`src/rtl/pixclk_search.sv`:
```
module pixclk_search #(
  parameter int BASE       = 256016,
  parameter int MIN_PERIOD = 5000,
  parameter int K_LAST     = 31,
  parameter int N_LIMIT    = 128,
  parameter int PW         = 24,
  localparam int KW        = $clog2(K_LAST + 1),
  localparam int NW        = $clog2(N_LIMIT)
) (
  input  logic          clk_i,
  input  logic          rst_ni,
  input  logic          start_i,
  input  logic [PW-1:0] period_i,
  output logic [KW-1:0] k_o,
  output logic [NW-1:0] n_o,
  output logic [1:0]    p2_o,
  output logic          valid_o,
  output logic          err_o
);
  localparam int  MW    = $clog2(BASE * K_LAST + 1);
  localparam int  LW    = PW + 3;
  localparam int  CW    = $clog2(MW);
  localparam longint LIMIT = longint'(BASE) * 8;

  logic          run;
  logic [KW-1:0] k_cur, bk;
  logic [NW-1:0] bn;
  logic [CW-1:0] bit_cnt;
  logic [MW-1:0] mq, mk;
  logic [LW:0]   rem;
  logic [LW-1:0] lval, best;
  logic [1:0]    p2r;

  logic [PW-1:0] per_c;
  logic          too_big;
  logic [1:0]    p2_sel;
  logic [LW-1:0] l_sel;

  assign per_c   = (period_i < PW'(MIN_PERIOD)) ? PW'(MIN_PERIOD) : period_i;
  assign too_big = 64'(per_c) > 64'(LIMIT);
  assign p2_sel  = ((64'(per_c) << 4) < 64'(BASE)) ? 2'd3 : 2'd2;
  assign l_sel   = LW'(per_c) << p2_sel;

  logic [LW:0]   rs, r_nx;
  logic          ge, last_bit, take;
  logic [MW-1:0] q_nx;
  logic [KW-1:0] fin_k;
  logic [NW-1:0] fin_n;

  assign rs       = {rem[LW-1:0], mq[MW-1]};
  assign ge       = rs >= {1'b0, lval};
  assign r_nx     = ge ? rs - {1'b0, lval} : rs;
  assign q_nx     = {mq[MW-2:0], ge};
  assign last_bit = bit_cnt == CW'(MW - 1);
  assign take     = (q_nx != '0) && (q_nx < MW'(N_LIMIT)) && (r_nx < {1'b0, best});
  assign fin_k    = take ? k_cur : bk;
  assign fin_n    = take ? NW'(q_nx) : bn;

  always_ff @(posedge clk_i) begin
    if (!rst_ni) begin
      run <= 1'b0; valid_o <= 1'b0; err_o <= 1'b0;
      k_o <= '0; n_o <= '0; p2_o <= '0;
      k_cur <= '0; bk <= '0; bn <= '0; bit_cnt <= '0;
      mq <= '0; mk <= '0; rem <= '0; lval <= '0; best <= '0; p2r <= '0;
    end else if (!run) begin
      if (start_i) begin
        valid_o <= 1'b0;
        k_o <= '0; n_o <= '0; p2_o <= '0;
        if (too_big) begin
          err_o <= 1'b1;
        end else begin
          err_o   <= 1'b0;
          run     <= 1'b1;
          p2r     <= p2_sel;
          lval    <= l_sel;
          best    <= l_sel;
          mq      <= MW'(BASE);
          mk      <= MW'(BASE);
          rem     <= '0;
          bit_cnt <= '0;
          k_cur   <= KW'(1);
          bk      <= '0;
          bn      <= '0;
        end
      end
    end else begin
      mq      <= q_nx;
      rem     <= r_nx;
      bit_cnt <= bit_cnt + 1'b1;
      if (last_bit) begin
        if (take) begin
          best <= r_nx[LW-1:0];
          bk   <= k_cur;
          bn   <= NW'(q_nx);
        end
        bit_cnt <= '0;
        rem     <= '0;
        mk      <= mk + MW'(BASE);
        mq      <= mk + MW'(BASE);
        k_cur   <= k_cur + 1'b1;
        if (k_cur == KW'(K_LAST)) begin
          run <= 1'b0;
          if (fin_k != '0) begin
            valid_o <= 1'b1;
            k_o     <= fin_k;
            n_o     <= fin_n;
            p2_o    <= p2r;
          end else begin
            err_o <= 1'b1;
          end
        end
      end
    end
  end


  range_err_chk: assert property (@(posedge clk_i) disable iff (!rst_ni)
    (start_i && !run && 64'(period_i) > 64'(LIMIT)) |=> (err_o && !valid_o && k_o == '0));


  flag_excl_chk: assert property (@(posedge clk_i) disable iff (!rst_ni)
    !(valid_o && err_o));


  busy_quiet_chk: assert property (@(posedge clk_i) disable iff (!rst_ni)
    run |-> (!valid_o && !err_o));


  hold_chk: assert property (@(posedge clk_i) disable iff (!rst_ni)
    (valid_o && !start_i) |=> (valid_o && $stable(k_o) && $stable(n_o) && $stable(p2_o)));


  result_range_chk: assert property (@(posedge clk_i) disable iff (!rst_ni)
    valid_o |-> (k_o != '0 && n_o != '0 && (p2_o == 2'd2 || p2_o == 2'd3)));


  err_zero_chk: assert property (@(posedge clk_i) disable iff (!rst_ni)
    err_o |-> (k_o == '0 && n_o == '0 && p2_o == '0));
endmodule

```
`config.mk`:
```
export PLATFORM = sky130hd
export DESIGN_NAME = pixclk_search
export DESIGN_NICKNAME = d
export VERILOG_FILES = /design/src/rtl/pixclk_search.sv
export SDC_FILE = /design/constraint.sdc
export NUM_CORES = 1
export LEC_CHECK = 0
export BUFFER_PORTS_ARGS = -buffer_cell sky130_fd_sc_hd__clkbuf_2
export CORE_MARGIN = 2
export CORE_UTILIZATION = 25
export CTS_CLUSTER_DIAMETER = 30
export DETAILED_ROUTE_END_ITERATION = 6
export RECOVER_POWER = 25
export SETUP_SLACK_MARGIN = 0.5
export SYNTH_ARGS = -nofsm -noshare
export SYNTH_HDL_FRONTEND = slang
export SYNTH_SLANG_ARGS = --single-unit
```
`constraint.sdc`:
```
create_clock -name clk_i -period 6.5 [get_ports clk_i]
set_input_delay 0 -clock clk_i [delete_from_list [all_inputs] [get_ports clk_i]]
set_output_delay 0 -clock clk_i [all_outputs]
set_load 0.03 [all_outputs]
```
==> impl_metrics.csv <==
group,metric,value,unit
synthesis,mappedNetlistArea,9670,µm²
sta,final.setup_skew,0.0108,ns
worst_setup_path,criticalPathCategory,"flop to flop",
synthesis,synth_top_flop_cell,"sky130_fd_sc_hd__dfxtp_1",
sta,timing.slew.headroom,-63.3,%
worst_hold_path,terminating_pin_of_the_worst_hold_path,"lval[6]",
synthesis,cell_taking_the_most_area_after_synthesis,"sky130_fd_sc_hd__dfxtp_1",
worst_hold_path,min_delay_path_depth,5,
clock_network,cts_tree,"built",
synthesis,synthCells,1207,
sta,timing.final.crit_period,5.65,ns
die,design.die.area,40300,µm²
cells_and_area,design.final.nets,1305,
synthesis,synth-seq-cells,162,
run_status,violations,"capacitance limit, slew limit",
die,coreArea,38400,µm²
worst_setup_path,endpoint_class_of_the_critical_path,"flop",
synthesis,synthArstFlopShare,0,%
cells_and_area,final_layout_size_suffix_gt1_share,9.07,%
worst_setup_path,worstReg2RegEnd,"p2_o[1]",
worst_setup_path,cp.required,6.89,ns
global_route,grt_pass1_vias,8775,
worst_setup_path,cp_data_arrival_time,6.04,ns
sta,timing_hold_violations_final,0,
die,chipHeight,201,µm
sta,setup_viol_count_final,0,
power,comb_power_share,38.8,%
power,clkPwrFrac,30.9,%
power,power.ir.vdd_worst,0.155,mV
job,cap_violations,2,
global_route,largest_net_degree_at_the_start_of_global_routing,52,
power,switching_power,1.33,mW
detailed_routing,wire_per_inst,17.1,µm
worst_setup_path,worst-r2r-cell-count,18,
synthesis,synth_nets,1290,
clock_network,clk_pin_slew,0.07,ns
die,std_cell_rows,72,
worst_setup_path,timing.reg2reg.setup_slack,0.85,ns
worst_hold_path,worstHoldPathType,"input pin to flop",
synthesis,synth.most_common_cell,"sky130_fd_sc_hd__dfxtp_1",
global_route,globalRouteTotalUtil,14.9,%
synthesis,yosysUniqueCellTypes,88,
detailed_routing,drt_wl_total,30000,µm
die,dieWidth,201,µm
clock_network,root_buffer,"sky130_fd_sc_hd__clkbuf_16",
clock_network,cts_htree_levels,4,
detailed_routing,vias_per_cell,5.21,
synthesis,top_post_synthesis_cells_by_area,"sky130_fd_sc_hd__dfxtp_1 34%, sky130_fd_sc_hd__ha_1 7.2%, sky130_fd_sc_hd__a21oi_1 6.1%",
cells_and_area,area_growth_syn_to_layout,13.8,%
power,swShare,39.1,%
sta,rsz0062_at_grt,"no",
place,port_buffers,42,
detailed_routing,number_of_nets_with_antenna_violations_after_routing,0,
detailed_routing,remaining_drc_errors,0,
sta,maxClockFrequency,177,MHz
detailed_routing,dr.pass1.iters,5,
cells_and_area,num-fill-cells,4184,
power,power_density,309,nW/µm²
die,floorplan.io_pins,43,
synthesis,synth_seq_area_share,33.5,%
sta,worstMarginPinSlew,2.45,ns
place,dpl-instance-area,10300,µm²
place,final_gp_congestion,0.891,
clock_network,clockBufferDepth,2,
global_route,first_pass_grt_wire_length,48300,µm
sta,drv_slew,72,
worst_hold_path,hold_path_startpoint,"period_i[4]",
detailed_routing,first_iter_violations,702,
place,hpwlAfterDp,20900,µm
synthesis,count_of_flip_flops_with_a_built_in_enable_after_synthesis,0,
power,power.share.sequential,30.3,%
worst_setup_path,critical_path.max_fanout,12,
cells_and_area,antennaDiodeCount,0,
die,floorplan.initialDensity,25.2,%
synthesis,post_synth_most_frequent_cells,"162 x sky130_fd_sc_hd__dfxtp_1, 117 x sky130_fd_sc_hd__a21oi_1, 115 x sky130_fd_sc_hd__nor2_1",
global_route,antenna_found_initial,0,
power,power_leakage,4.11,nW
worst_setup_path,timing.rr.start,"lval[21]",
clock_network,tritoncts.num_buffers,17,
power,power_report.internal_total,2.08,mW
detailed_routing,detailroute.via_count,9139,
worst_setup_path,start_kind,"flop",
synthesis,synth.top_cell.area_share,33.5,%
sta,fin_tns_setup,0,ns
run_status,run_status,"finished with violations",
sta,period_share,86.9,%
cells_and_area,layout.cell_area.non_filler,11000,µm²
synthesis,synthesis.area_per_instance,8.02,µm²
clock_network,worst_skew_pair.late_latency,0.44,ns
global_route,globalRouteOverflowTotal,0,
clock_network,cts.sink_count,162,
synthesis,yosysWarnings,0,
layout make-up:
cell class	instances	area (µm²)	share of cell area, %
Inverter	78	294	2.67
Timing Repair Buffer	71	425	3.86
Clock buffer	18	439	3.99
Clock inverter	14	165	1.50
Sequential cell	162	3240	29.5
Tap cell	518	648	5.89
Multi-Input combinational cell	892	5800	52.6
critical path, cell delays in order, from the launching register on:
cell                        delay, ns
sky130_fd_sc_hd__dfxtp_1         0.35
sky130_fd_sc_hd__inv_1           0.05
sky130_fd_sc_hd__ha_1            0.39
sky130_fd_sc_hd__and3_4          0.26
sky130_fd_sc_hd__and2_4          0.16
sky130_fd_sc_hd__a221o_1         0.37
sky130_fd_sc_hd__a221o_1         0.40
sky130_fd_sc_hd__nor2_2          0.55
sky130_fd_sc_hd__o31a_1          0.29
sky130_fd_sc_hd__inv_1           0.06
sky130_fd_sc_hd__ha_1            0.29
sky130_fd_sc_hd__nand2_1         0.09
sky130_fd_sc_hd__nand3_1         0.08
sky130_fd_sc_hd__a2111oi_0       0.42
sky130_fd_sc_hd__a21o_1          0.23
sky130_fd_sc_hd__a41o_1          0.50
sky130_fd_sc_hd__a31o_1          0.31
sky130_fd_sc_hd__nand4_1         0.40
sky130_fd_sc_hd__a2bb2o_1        0.39
routing by layer:
metal | vias to the layer above | routed length [µm] | share of wire [%] | GRT usage, %
met2 | 275 | 14300 | 48 | 25.0
met5 | - | 0 | 0 | 0
met4 | 0 | 590 | 2.0 | 4.76
met3 | 41 | 1380 | 4.6 | 2.29
met1 | 4391 | 13700 | 46 | 19.6
li1 | 4432 | - | - | -
worst max-delay path by stage:
stage,from,to,slack (ns),cells past startpoint
after detailed placement,lval[21],p2_o[1],0.54,18
final,lval[21],p2_o[1],0.85,18
after floorplan,lval[21],bn[0],1.58,25
after global routing,lval[12],p2_o[0],0.55,19
after global placement,lval[21],p2_o[1],0.60,18
after CTS,lval[13],bk[0],0.74,16
logic make-up after synthesis:
family,after synthesis,synth area share [%]
adder cells (fa/ha/maj),56,7.24
flip-flops,162,33.5
multiplexers,34,3.65
AND/OR/NAND/NOR,399,19.8
XOR/XNOR,38,3.44
buffers and inverters,153,6.62
AO/OA/AOI/OAI,365,25.8
per-stage QoR:
stage / setup WS, ns / hold slack, ns / util [%] / std cells / power, mW
floorplan: 1.58 / 0.136 / - / 1207 / 2.03
finish: 0.852 / 0.0671 / 28.7 / 1753 / 3.41
global route: 0.548 / 0.0982 / 28.7 / 1753 / 3.59
CTS: 0.743 / 0.0665 / 28.7 / 1752 / 3.39
global placement: 0.600 / 0.307 / 27.0 / 1713 / 2.32
detailed placement: 0.544 / 0.325 / 27.0 / 1713 / 2.33
power groups by stage:
stage / registers, mW / logic [mW] / clock network [mW]
6_report: 1.03 / 1.32 / 1.05
5_1_grt: 1.04 / 1.44 / 1.12
4_1_cts: 1.03 / 1.29 / 1.07
3_5_place_dp: 1.05 / 1.28 / 0
3_3_place_gp: 1.05 / 1.27 / 0
2_1_floorplan: 1.05 / 0.981 / 0
cells in the final DEF, fill, tap and decap left out, drive strengths merged, types with 6 or more instances in the layout:
master | netlist | final
nor4 | 8 | 8
nor2 | 115 | 115
mux2 | 7 | 7
o21a | 8 | 8
a21o | 7 | 7
and2 | 7 | 7
a211o | 7 | 7
nand3 | 46 | 46
ha | 56 | 56
clkbuf | 51 | 63
nand4 | 22 | 22
inv | 78 | 85
mux2i | 27 | 27
or4 | 6 | 6
xor2 | 16 | 16
and3 | 23 | 23
a22oi | 23 | 23
o21ai | 63 | 63
o211ai | 11 | 11
nor2b | 8 | 8
a211oi | 19 | 19
o31ai | 8 | 8
nor3 | 38 | 38
a21oi | 118 | 118
a31oi | 17 | 17
nand2 | 99 | 99
or3 | 10 | 10
xnor2 | 22 | 22
dfxtp | 162 | 162
o2bb2ai | 13 | 13
dlygate4sd3 | 0 | 7
buf | 24 | 19
flip-flops by register name (all words and copies together) (netlist names):
name,cells
best,27
rem,27
lval,25
mq,23
mk,19
bn,7
n_o,7
bit_cnt,5
bk,5
k_cur,5
k_o,5
p2_o,2
p2r,2
err_o,1
run,1
valid_o,1
what timing repair did:
item / in CTS / in global routing
setup buffers: 0 / 1
endpoints found under the setup margin: 6 / 29
hold buffers: 7 / 0
gates resized for setup: 1 / 4
endpoints found under the hold margin: 9 / 0
pin swaps: 0 / 1
(Power assumes the default switching activity.)
